$ cat src/rtl/bsa_pkg.sv
package bsa_pkg;
   typedef enum logic {
      CARRY_SETRESET = 1'b0,
      CARRY_MAJORITY = 1'b1
   } carry_style_e;
endpackage

$ cat src/rtl/bsa_shreg.sv
module bsa_shreg #(
   parameter int WIDTH = 8
) (
   input  logic             clk,
   input  logic             clr,
   input  logic             ld,
   input  logic [WIDTH-1:0] ld_val,
   input  logic             step,
   input  logic             top_in,
   output logic [WIDTH-1:0] q,
   output logic             low_bit
);
   if (WIDTH < 2) begin : g_bad_width
      $error("bsa_shreg: WIDTH must be at least 2");
   end

   always_ff @(posedge clk) begin
      if (clr)       q <= '0;
      else if (ld)   q <= ld_val;
      else if (step) q <= {top_in, q[WIDTH-1:1]};
   end

   assign low_bit = q[0];

   a_r3_shift_right: assert property (@(posedge clk) disable iff (clr)
      (step && !ld) |=> (q[WIDTH-2:0] == $past(q[WIDTH-1:1])));
endmodule

$ cat src/rtl/bsa_carry.sv
module bsa_carry
   import bsa_pkg::*;
#(
   parameter carry_style_e STYLE = CARRY_SETRESET
) (
   input  logic clk,
   input  logic clr,
   input  logic en,
   input  logic x,
   input  logic y,
   output logic q
);
   if (STYLE == CARRY_SETRESET) begin : g_setreset
      logic set_c, rst_c;
      assign set_c = x & y;
      assign rst_c = ~x & ~y;
      always_ff @(posedge clk) begin
         if (clr) q <= 1'b0;
         else if (en) begin
            case ({set_c, rst_c})
               2'b10:   q <= 1'b1;
               2'b01:   q <= 1'b0;
               default: q <= q;
            endcase
         end
      end
   end else begin : g_majority
      always_ff @(posedge clk) begin
         if (clr)     q <= 1'b0;
         else if (en) q <= (x & y) | (q & (x | y));
      end
   end

   a_r9_carry_set: assert property (@(posedge clk) disable iff (clr)
      (en && x && y) |=> q);
   a_r9_carry_clear: assert property (@(posedge clk) disable iff (clr)
      (en && !x && !y) |=> !q);
   a_r9_carry_keep: assert property (@(posedge clk) disable iff (clr)
      (en && (x != y)) |=> $stable(q));
   a_r5_carry_idle: assert property (@(posedge clk) disable iff (clr)
      !en |=> $stable(q));
endmodule

$ cat src/rtl/bsa_seq.sv
module bsa_seq #(
   parameter int WIDTH = 8
) (
   input  logic clk,
   input  logic srst,
   input  logic start,
   input  logic shift_en,
   output logic busy,
   output logic done,
   output logic step
);
   localparam int CW = (WIDTH < 2) ? 1 : $clog2(WIDTH);
   localparam logic [CW-1:0] LAST = CW'(WIDTH - 1);

   logic [CW-1:0] cnt;

   assign step = busy & shift_en;

   always_ff @(posedge clk) begin
      if (srst) begin
         busy <= 1'b0;
         done <= 1'b0;
         cnt  <= '0;
      end else begin
         done <= 1'b0;
         if (!busy) begin
            if (start) begin
               busy <= 1'b1;
               cnt  <= '0;
            end
         end else if (shift_en) begin
            cnt <= cnt + 1'b1;
            if (cnt == LAST) begin
               busy <= 1'b0;
               done <= 1'b1;
            end
         end
      end
   end

   a_r6_done_single: assert property (@(posedge clk) disable iff (srst)
      done |=> !done);
   a_r6_done_idle: assert property (@(posedge clk) disable iff (srst)
      done |-> !busy);
   a_r7_start_ignored: assert property (@(posedge clk) disable iff (srst)
      (busy && start && !shift_en) |=> (busy && $stable(cnt)));
   a_r5_count_hold: assert property (@(posedge clk) disable iff (srst)
      (busy && !shift_en) |=> $stable(cnt));
endmodule

$ cat src/rtl/bitserial_adder.sv
module bitserial_adder
   import bsa_pkg::*;
#(
   parameter int           WIDTH       = 8,
   parameter carry_style_e CARRY_STYLE = CARRY_SETRESET
) (
   input  logic             clk,
   input  logic             srst,
   input  logic             load,
   input  logic [WIDTH-1:0] opa,
   input  logic [WIDTH-1:0] opb,
   input  logic             start,
   input  logic             shift_en,
   input  logic             serial_in,
   output logic [WIDTH-1:0] sum_q,
   output logic [WIDTH-1:0] addend_q,
   output logic             cout,
   output logic             busy,
   output logic             done
);
   if (WIDTH < 2) begin : g_bad_width
      $error("bitserial_adder: WIDTH must be at least 2");
   end

   logic step, ld_ok, start_ok, carry_clr;
   logic xa, yb, sbit;

   assign ld_ok     = load & ~busy;
   assign start_ok  = start & ~busy;
   assign carry_clr = srst | ld_ok | start_ok;

   bsa_seq #(.WIDTH(WIDTH)) u_seq (
      .clk(clk), .srst(srst), .start(start), .shift_en(shift_en),
      .busy(busy), .done(done), .step(step)
   );

   bsa_shreg #(.WIDTH(WIDTH)) u_aug (
      .clk(clk), .clr(srst), .ld(ld_ok), .ld_val(opa), .step(step),
      .top_in(sbit), .q(sum_q), .low_bit(xa)
   );

   bsa_shreg #(.WIDTH(WIDTH)) u_add (
      .clk(clk), .clr(srst), .ld(ld_ok), .ld_val(opb), .step(step),
      .top_in(serial_in), .q(addend_q), .low_bit(yb)
   );

   bsa_carry #(.STYLE(CARRY_STYLE)) u_cy (
      .clk(clk), .clr(carry_clr), .en(step), .x(xa), .y(yb), .q(cout)
   );

   assign sbit = xa ^ yb ^ cout;

   a_r5_hold_all: assert property (@(posedge clk) disable iff (srst)
      (!step && !ld_ok && !start_ok) |=> ($stable(sum_q) && $stable(addend_q) && $stable(cout)));
   a_r2_load_clears_carry: assert property (@(posedge clk) disable iff (srst)
      ld_ok |=> (!cout && sum_q == $past(opa) && addend_q == $past(opb)));
   a_r8_serial_top: assert property (@(posedge clk) disable iff (srst)
      step |=> (addend_q[WIDTH-1] == $past(serial_in)));
   a_r10_load_busy: assert property (@(posedge clk) disable iff (srst)
      (busy && !shift_en) |=> ($stable(sum_q) && $stable(addend_q)));
endmodule

$ cat config.mk
export PLATFORM = sky130hd
export DESIGN_NAME = bitserial_adder
export DESIGN_NICKNAME = d
export VERILOG_FILES = /design/src/rtl/bsa_pkg.sv /design/src/rtl/bsa_shreg.sv /design/src/rtl/bsa_carry.sv /design/src/rtl/bsa_seq.sv /design/src/rtl/bitserial_adder.sv
export SDC_FILE = /design/constraint.sdc
export NUM_CORES = 1
export LEC_CHECK = 0
export ABC_AREA = 1
export CORE_MARGIN = 8
export CORE_UTILIZATION = 46
export DETAILED_ROUTE_END_ITERATION = 10
export PLACE_DENSITY = 0.83
export SLEW_MARGIN = 20
export SYNTH_ARGS = -nofsm -noshare
export SYNTH_HDL_FRONTEND = slang
export SYNTH_SLANG_ARGS = --single-unit
export TNS_END_PERCENT = 20
$ cat constraint.sdc
create_clock -name clk -period 1.95 [get_ports clk]
set_input_delay 0.195 -clock clk [delete_from_list [all_inputs] [get_ports clk]]
set_output_delay 0.195 -clock clk [all_outputs]
set_load 0.02 [all_outputs]
==> impl_metrics.toml, run 1 <==
[floorplan]
start_util_pct = 49.5
rows = 17
die_area_sq_um = 4230
io_pins = 41
die_h_um = 65.0
core-area_sq_um = 2230
die_w_um = 65.0

[global_routing]
grt-ovfl-total = 0
grt_max_degree = 16
antenna_found_initial = 0
grt_pass1_wl_mm = 4.73
grt_pass1_vias = 1055
grtUsageTotal_pct = 13.4

[worst_hold_path]
hold_depth = 2
worstHoldStart = "u_seq.cnt[2]"
min_to = "u_seq.cnt[2]"
hp-class = "flop to flop"

[clocking]
post_cts_buffers = 0
clock-sinks = 22
cts_tree = "yes"
clock_tree.buffer_depth = 2
clkTransAtPathRegs_ns = 0.14
numCtsBuffers = 3
clock_latency_ns = 0.31
hold_buffers = 0
ctsRootBufferMaster = "clkbuf_4"
cts_resized = 0
h-tree-depth = 1

[route]
vias_per_cell = 4.59
drt_wl_total_mm = 2.78
route.detailed.drc = 0
ant_nets = 0
via_count = 1097
dr.first_iter.drc_count = 28
drt-pass1-iter-count = 4
routedWlPerCell_um = 11.6

[critical_path]
critPathKind = "flop to output pin"
r2r_start = "u_seq.busy"
arrival_ns = 1.42
r2r-end = "u_add.q[5]"
cpMaxStageDelayCell = "clkdlybuf4s50_1"
critical-path-top-delay-family = "buffers and inverters"
path_cells = "clkdlybuf4s50_1"
cp_num_buf_inv = 1
end_kind = "output pin"
r2r_setup_slack_ns = 0.54
crit_path_max_incr_delay_ns = 0.65
r2r_cells = 6
cp-start-kind = "flop"
required_ns = 1.75
crit_fanout = 5

[sta]
max_slew_margin_pct = 77.5
finalCriticalPeriod_ns = 1.62
hold_violations = 0
fmax_ghz = 0.618
setup_viol = 0
rsz0062_at_grt = "false"
worst_pin_slew_ns = 0.337
tns_ns = 0
finalCritPeriodShare_pct = 82.9
slew_violations = 0
skew_ns = 0.0194

[logic_synthesis]
synthesis.area_sq_um = 1100
synth_cell_types = 18
synth_area_leader_cell = "dfxtp_1"
ys_ff_latch = 22
synth_top_cells_by_area = "dfxtp_1 (40%), nand2_1 (21%), inv_1 (11%)"
syn_nets = 198
synth_top_area_share_pct = 39.9
synth_area_per_cell_sq_um = 6.39
ys_seq_area_share_pct = 39.9
ys_warn_count = 0
syn_inst = 173

[power_and_ir_drop]
total_power_mw = 1.13
p_clk_share_pct = 31.0
p_leak_nw = 0.699
seqPwrFrac_pct = 44.8
vdd_drop_max_mv = 0.519
p_sw_share_pct = 27.8
combPwrFrac_pct = 24.2
switching_power_mw = 0.315
power_density_nw_per_um2 = 726
p_int_mw = 0.819

[flow_run]
drv_cap = 0

[layout]
layout-drive-gt1-share_pct = 5.69
nFillCells = 193
final_cell_mix = "nand2_1 (62), clkdlybuf4s50_1 (40), inv_1 (32)"
layout.nets = 237
final_common_cell = "nand2_1"
diodes = 0
register_area_sq_um = 440
final_cell_area_sq_um = 1560
multi_input_area_sq_um = 488
syn_to_final_growth_pct = 41.4

[run_status]
status = "finished clean"

[placed_design]
io_buffers = 40
post_dp_cell_area_sq_um = 1510
dp_hpwl_mm = 2.17
gp_congestion = 0.767
-- cell families after synthesis --
group	share of synthesized area (%)
compound gates	14.9
fa+ha+maj	3.40
buf+inv	16.0
flops	39.9
simple gates	25.8
-- flip-flops by register name (all words and copies together) (netlist names) --
register,cells
u_cy.q,1
u_aug.q,8
u_seq.cnt,3
u_seq.done,1
u_seq.busy,1
u_add.q,8
-- worst max-delay path by stage --
stage	startpoint	cells after the start	end	slack, ns
finish	u_seq.busy	1	busy	0.33
global route	u_seq.busy	1	busy	0.29
CTS	u_seq.busy	1	busy	0.33
detailed placement	shift_en	5	u_add.q[7]	0.34
global placement	shift_en	5	u_add.q[7]	0.42
floorplan	u_seq.busy	7	u_add.q[2]	0.76
-- stage by stage --
| step | util, % | std cells | hold slack [ns] | worst slack, ns |
|---|---|---|---|---|
| floorplan | - | 173 | 0.337 | 0.755 |
| detailed placement | 67.6 | 235 | 0.461 | 0.339 |
| finish | 70.0 | 239 | 0.479 | 0.333 |
| global route | 70.0 | 239 | 0.493 | 0.290 |
| global placement | 67.6 | 235 | 0.449 | 0.422 |
| CTS | 70.0 | 239 | 0.464 | 0.330 |
-- layout make-up --
class                      instances  area share (%)
tap                               28            2.24
clock buffer                       3            1.44
sequential                        22            28.2
clock inverter                     1            1.92
timing repair buffer              42            26.6
inverter                          35            8.41
multi-input combinational        108            31.2
-- power groups by stage --
stage,sequential [mW],combinational [mW],clock [mW]
after floorplan,0.547,0.120,0
after global placement,0.517,0.270,0
after detailed placement,0.519,0.276,0
after CTS,0.509,0.277,0.351
after global routing,0.513,0.304,0.373
final,0.509,0.275,0.351
-- per-layer routing --
metal	GRT usage, %	share of wire, %	vias up
met5	0	0	-
met4	2.72	0.65	0
met3	4.98	6.7	2
met2	22.7	48	24
met1	15.8	45	478
li1	-	-	593
-- synth_stat cells (all sizes together) --
| cell type | count |
|---|---|
| o21ai | 13 |
| nand2 | 65 |
| nand4 | 1 |
| a21oi | 20 |
| inv | 34 |
| clkinv | 1 |
| buf | 6 |
| nor3 | 1 |
| nand3 | 1 |
| ha | 3 |
| dfxtp | 22 |
| nor2 | 4 |
| clkbuf | 2 |
-- tightest hold or removal path, cell delays in order (launching register included) --
cell,delay (ns)
dfxtp_1,0.34
nand2_1,0.06
a21oi_1,0.05
Note: power is estimated with default switching activity, not from simulation.
==> run 2, diff against run 1 <==
--- a/config.mk
+++ b/config.mk
@@ -7,9 +7,9 @@
 export LEC_CHECK = 0
 export ABC_AREA = 1
 export CORE_MARGIN = 8
-export CORE_UTILIZATION = 46
+export CORE_UTILIZATION = 43
 export DETAILED_ROUTE_END_ITERATION = 10
-export PLACE_DENSITY = 0.83
+export PLACE_DENSITY = 0.78
 export SLEW_MARGIN = 20
 export SYNTH_ARGS = -nofsm -noshare
 export SYNTH_HDL_FRONTEND = slang
==> constraint.sdc (replaced) <==
create_clock -name clk -period 1.6 [get_ports clk]
set_input_delay 0.16 -clock clk [delete_from_list [all_inputs] [get_ports clk]]
set_output_delay 0.16 -clock clk [all_outputs]
set_load 0.02 [all_outputs]
==> run 2 against run 1 <==
Net effect: first-iteration DRC count increased by 61%; critical endpoint is now addend_q[2]; combinational power up 23%; register-to-register slack worse by 0.31 ns; core utilization shrank 6.3 points; sequential cell count stayed put; non-clock buffer count increased by 2; cell count increased by 1.7%; sequential power increased by 22%.
==> impl_metrics.toml, run 2 (synthesis gave the netlist of run 1 again) <==
[global_routing]
grt_pass1_wl_mm = 4.75
grtUsageTotal_pct = 13.7
antenna_found_initial = 0
grt-ovfl-total = 0
grt_pass1_vias = 1118
grt_max_degree = 16

[floorplan]
start_util_pct = 45.0
die_area_sq_um = 4450
rows = 18
core-area_sq_um = 2450
io_pins = 41
die_w_um = 66.7
die_h_um = 66.7

[critical_path]
r2r_cells = 6
arrival_ns = 1.36
cpMaxStageDelayCell = "clkdlybuf4s50_1"
critPathLaunch = "u_add.q[2]"
cp_num_buf_inv = 1
path_cells = "clkdlybuf4s50_1"
crit_fanout = 3
cp-endpoint = "addend_q[2]"
r2r_start = "u_seq.busy"
cp.depth = 1
r2r-end = "u_add.q[0]"
required_ns = 1.44
crit_path_max_incr_delay_ns = 0.65
end_kind = "output pin"
r2r_setup_slack_ns = 0.23
cp-start-kind = "flop"
critical-path-top-delay-family = "buffers and inverters"
critPathKind = "flop to output pin"

[sta]
slew_violations = 0
fmax_ghz = 0.658
setup_viol = 0
finalCritPeriodShare_pct = 95.1
rsz0062_at_grt = "false"
finalCriticalPeriod_ns = 1.52
worst_pin_slew_ns = 0.244
hold_violations = 0
max_slew_margin_pct = 83.7
setup_ws_ns = 0.0792
skew_ns = 0.00289
tns_ns = 0

[power_and_ir_drop]
p_sw_share_pct = 30.4
p_clk_share_pct = 24.7
vdd_drop_max_mv = 0.505
power_density_nw_per_um2 = 815
p_int_mw = 0.887
combPwrFrac_pct = 26.6
seqPwrFrac_pct = 48.8
p_leak_nw = 0.705
total_power_mw = 1.27
switching_power_mw = 0.387

[clocking]
clock_latency_ns = 0.32
hold_buffers = 0
ctsRootBufferMaster = "clkbuf_4"
h-tree-depth = 1
cts_tree = "yes"
clkTransAtPathRegs_ns = 0.12
numCtsBuffers = 3
clock_tree.buffer_depth = 2
clock-sinks = 22
cts_resized = 1
post_cts_buffers = 0

[layout]
final_cell_count_no_fill = 243
layout.nets = 239
final_common_cell = "nand2_1"
syn_to_final_growth_pct = 41.4
diodes = 0
final_cell_area_sq_um = 1560
final_cell_mix = "nand2_1 (62), clkdlybuf4s50_1 (39), inv_1 (32)"
reg_top3 = "u_add.q x8, u_aug.q x8, u_seq.cnt x3"
layout-drive-gt1-share_pct = 6.57

[route]
vias_per_cell = 4.63
route.detailed.drc = 0
via_count = 1126
ant_nets = 0
drt-pass1-iter-count = 4
drt_wl_total_mm = 2.97
routedWlPerCell_um = 12.2
dr.first_iter.drc_count = 45

[placed_design]
post_dp_cell_area_sq_um = 1530
io_buffers = 40
dp_cells = 239
pre_cts_ws_ns = 0.138
dp_hpwl_mm = 2.31
gp_congestion = 0.778

[flow_run]
drv_cap = 0

[worst_hold_path]
worstHoldStart = "start"
hp-class = "input pin to flop"

[run_status]
status = "finished clean"
run 2: cell types whose count changed in the layout (fill, tap and decap cells not counted):
cell / delta
bufinv_16: -1
buf_4: +2
dlygate4sd2_1: +1
clkbuf_8: +1
clkdlybuf4s50_1: -1
run 2: worst min path at each step:
| stage | end | depth (start not counted) | slack, ns |
|---|---|---|---|
| 3_5_place_dp | u_seq.cnt[2] | 2 | 0.47 |
| 3_3_place_gp | u_seq.cnt[0] | 1 | 0.45 |
| 6_report | u_seq.busy | 3 | 0.44 |
| 5_1_grt | u_aug.q[7] | 3 | 0.47 |
| 2_1_floorplan | u_seq.done | 2 | 0.30 |
| 4_1_cts | u_seq.busy | 3 | 0.44 |
run 2: final cells by class:
| class | instances | area, sq um |
|---|---|---|
| clock buffers | 4 | 36.3 |
| fillers | 237 | 892 |
| multi-input cells | 108 | 488 |
| flip-flops and latches | 22 | 440 |
| repair buffers | 44 | 429 |
| inverters | 35 | 131 |
| well taps | 30 | 37.5 |
run 2: metal layers:
layer / up-vias / part of all wire, % / track usage (%)
met1: 492 / 41 / 14.4
met3: 5 / 6.5 / 3.69
li1: 600 / - / -
met4: 0 / 2.2 / 8.80
met5: - / 0 / 0
met2: 29 / 50 / 23.7
run 2: power groups by stage:
stage / registers [mW] / clock network [mW] / logic (mW)
floorplan: 0.667 / 0 / 0.147
global placement: 0.631 / 0 / 0.334
detailed placement: 0.634 / 0 / 0.341
CTS: 0.622 / 0.323 / 0.341
global route: 0.626 / 0.347 / 0.373
finish: 0.621 / 0.314 / 0.338
run 2: per-stage QoR:
| step | hold slack, ns | utilization [%] |
|---|---|---|
| final | 0.443 | 63.7 |
| after global routing | 0.473 | 63.7 |
| after CTS | 0.443 | 63.7 |
| after detailed placement | 0.468 | 62.2 |
| after global placement | 0.448 | 62.2 |
| after floorplan | 0.302 | - |
==> run 3, diff against run 2 <==
--- a/config.mk
+++ b/config.mk
@@ -5,11 +5,12 @@
 export SDC_FILE = /design/constraint.sdc
 export NUM_CORES = 1
 export LEC_CHECK = 0
-export ABC_AREA = 1
+export CORE_ASPECT_RATIO = 1.1
 export CORE_MARGIN = 8
-export CORE_UTILIZATION = 43
+export CORE_UTILIZATION = 42
 export DETAILED_ROUTE_END_ITERATION = 10
-export PLACE_DENSITY = 0.78
+export GPL_ROUTABILITY_DRIVEN = 1
+export PLACE_DENSITY = 0.77
 export SLEW_MARGIN = 20
 export SYNTH_ARGS = -nofsm -noshare
 export SYNTH_HDL_FRONTEND = slang
==> run 3 against run 2 <==
Net effect: total power shrank 10%; setup slack improved by 0.056 ns; critical path depth unchanged; sequential share of layout area up 2.0 points; combinational power decreased by 13%; highest routed layer unchanged; clock-buffer cell count down 1; maximum frequency increased by 3.8%; final area down 6.7%; cell count shrank 23%; sequential cell count unchanged.
==> impl_metrics.toml, run 3 <==
[route]
via_count = 968
wl_met3_um = 209
ant_nets = 0
vias_per_cell = 5.20
drt-pass1-iter-count = 4
route.detailed.drc = 0
routedWlPerCell_um = 14.5
wl_met2_mm = 1.19
top_layer = "met4"
dr.first_iter.drc_count = 46
wl_met1_mm = 1.29
drt_wl_total_mm = 2.69

[critical_path]
cpMaxStageDelayCell = "clkdlybuf4s50_1"
r2r-end = "u_cy.q"
r2r_setup_slack_ns = 0.19
cp-start-kind = "flop"
critical-path-top-delay-family = "buffers and inverters"
r2r_start = "u_aug.q[0]"
critPathKind = "flop to output pin"
crit_fanout = 3
r2r_cells = 4
arrival_ns = 1.30
cp_num_buf_inv = 1
required_ns = 1.44
path_cells = "clkdlybuf4s50_1"
crit_path_max_incr_delay_ns = 0.62
end_kind = "output pin"

[layout]
layout-drive-gt1-share_pct = 11.0
final_cell_area_sq_um = 1460
diodes = 0
syn_to_final_growth_pct = 37.5
final_cell_count_no_fill = 186
fin_util_pct = 59.5
final_common_cell = "clkdlybuf4s50_1"
reg_top3 = "u_add.q x8, u_aug.q x8, u_seq.cnt x3"
layout.nets = 182
final_cell_mix = "clkdlybuf4s50_1 (39), nand2_1 (23), dfxtp_1 (22)"

[logic_synthesis]
synth_area_leader_cell = "dfxtp_1"
ys_warn_count = 0
synth-edff-count = 0
ys_seq_area_share_pct = 41.6
syn_nets = 143
synth_top_area_share_pct = 41.6
yosysMostFrequentCell = "nand2_1"
synth_flop_cell = "dfxtp_1"
synthesis.area_sq_um = 1060
synth_area_per_cell_sq_um = 8.98
synth_top_cells_by_area = "dfxtp_1 (42%), nand2_1 (8.1%), a311oi_1 (6.6%)"
syn_inst = 118
synth_async_sr_flop_share_pct = 0
ys_ff_latch = 22
synth_common_cells = "nand2_1 (23), dfxtp_1 (22), nor2_1 (17)"
synth_cell_types = 27

[sta]
fmax_ghz = 0.683
fin_hold_ws_ns = 0.438
rsz0062_at_grt = "false"
tns_ns = 0
slew_violations = 0
skew_ns = 0.00106
setup_ws_ns = 0.136
finalCriticalPeriod_ns = 1.46
worst_pin_slew_ns = 0.249
max_slew_margin_pct = 82.9
setup_viol = 0
finalCritPeriodShare_pct = 91.5
hold_violations = 0

[floorplan]
io_pins = 41
die_w_um = 63.9
die_h_um = 68.7
core-area_sq_um = 2450
die_area_sq_um = 4390
start_util_pct = 43.3
rows = 19

[global_routing]
antenna_found_initial = 0
grtUsageTotal_pct = 12.1
grt-ovfl-total = 0
grt_pass1_vias = 927
grt_pass1_wl_mm = 4.38
grt_max_degree = 23

[clocking]
hold_buffers = 0
clkTransAtPathRegs_ns = 0.11
ctsRootBufferMaster = "clkbuf_4"
clock_tree.buffer_depth = 2
cts_tree = "yes"
h-tree-depth = 1
numCtsBuffers = 3
clock-sinks = 22
clock_latency_ns = 0.29

[placed_design]
io_buffers = 40
pre_cts_ws_ns = 0.205
gp_congestion = 0.776
post_dp_cell_area_sq_um = 1430
dp_hpwl_mm = 2.04
dp_cells = 183

[power_and_ir_drop]
p_leak_nw = 0.539
total_power_mw = 1.15
vdd_drop_max_mv = 0.465
power_density_nw_per_um2 = 786

[worst_hold_path]
hp-class = "input pin to flop"
min_to = "u_add.q[7]"
worstHoldStart = "opb[7]"
hold_depth = 3

[run_status]
status = "finished clean"

[flow_run]
drv_cap = 0
run 3: cell count changes after synthesis, moves of 2 or more:
cell / before / now
o21ai_0: 12 / 1
buf_2: 3 / 1
inv_2: 2 / 0
mux2i_1: 0 / 2
a21oi_1: 20 / 4
nand3_1: 1 / 4
inv_1: 32 / 2
nor2_1: 3 / 17
a311oi_2: 0 / 4
nand2_1: 62 / 23
buf_8: 0 / 2
a311oi_1: 0 / 8
a22oi_1: 0 / 6
a211oi_1: 0 / 2
run 3: worst max-delay path by stage:
stage	from	to	slack [ns]	cells after the start
6_report	u_add.q[1]	addend_q[1]	0.14	1
2_1_floorplan	u_seq.busy	u_add.q[6]	0.29	5
3_3_place_gp	shift_en	u_aug.q[1]	0.21	4
4_1_cts	u_seq.busy	busy	0.005	1
5_1_grt	u_add.q[5]	addend_q[5]	0.06	1
3_5_place_dp	shift_en	u_aug.q[1]	0.20	4
run 3: power by group:
group	switching (mW)	internal, mW
logic	0.141	0.153
clock network	0.150	0.0876
registers	0.0311	0.584
total	0.322	0.824
run 3: worst min-delay path: stages:
cell and delay [ns]:
clkdlybuf4s50_1 0.40, nand2_1 0.06, a311oi_1 0.07
run 3: per-layer routing:
layer,vias up,global-route usage [%]
li1,488,-
met1,444,15.3
met2,34,20.1
met3,2,3.72
met4,0,2.51
met5,-,0
run 3: cell type report:
class,instances,area [sq um]
fillers,233,991
inverters,2,7.51
repair buffers,45,440
well taps,31,38.8
multi-input cells,83,508
flip-flops and latches,22,440
clock buffers,3,22.5
run 3: what timing repair did:
item / in CTS / in global routing
gates resized for setup: 0 / 1
setup buffers: 0 / 0
endpoints found under the setup margin: 0 / 1
run 3: kinds of logic (layout without fill, tap and decap cells):
kind of cell               Yosys count  count (layout)  synth area share, %
AOI/OAI and AO/OA                   25              25                 20.3
xor gates and xnor gates             1               1                0.827
adders and majority gates            3               3                 3.54
buffers and inverters               13              50                 10.5
DFF                                 22              22                 41.6
muxes                                2               2                 1.89
and+or+nand+nor                     52              52                 21.4
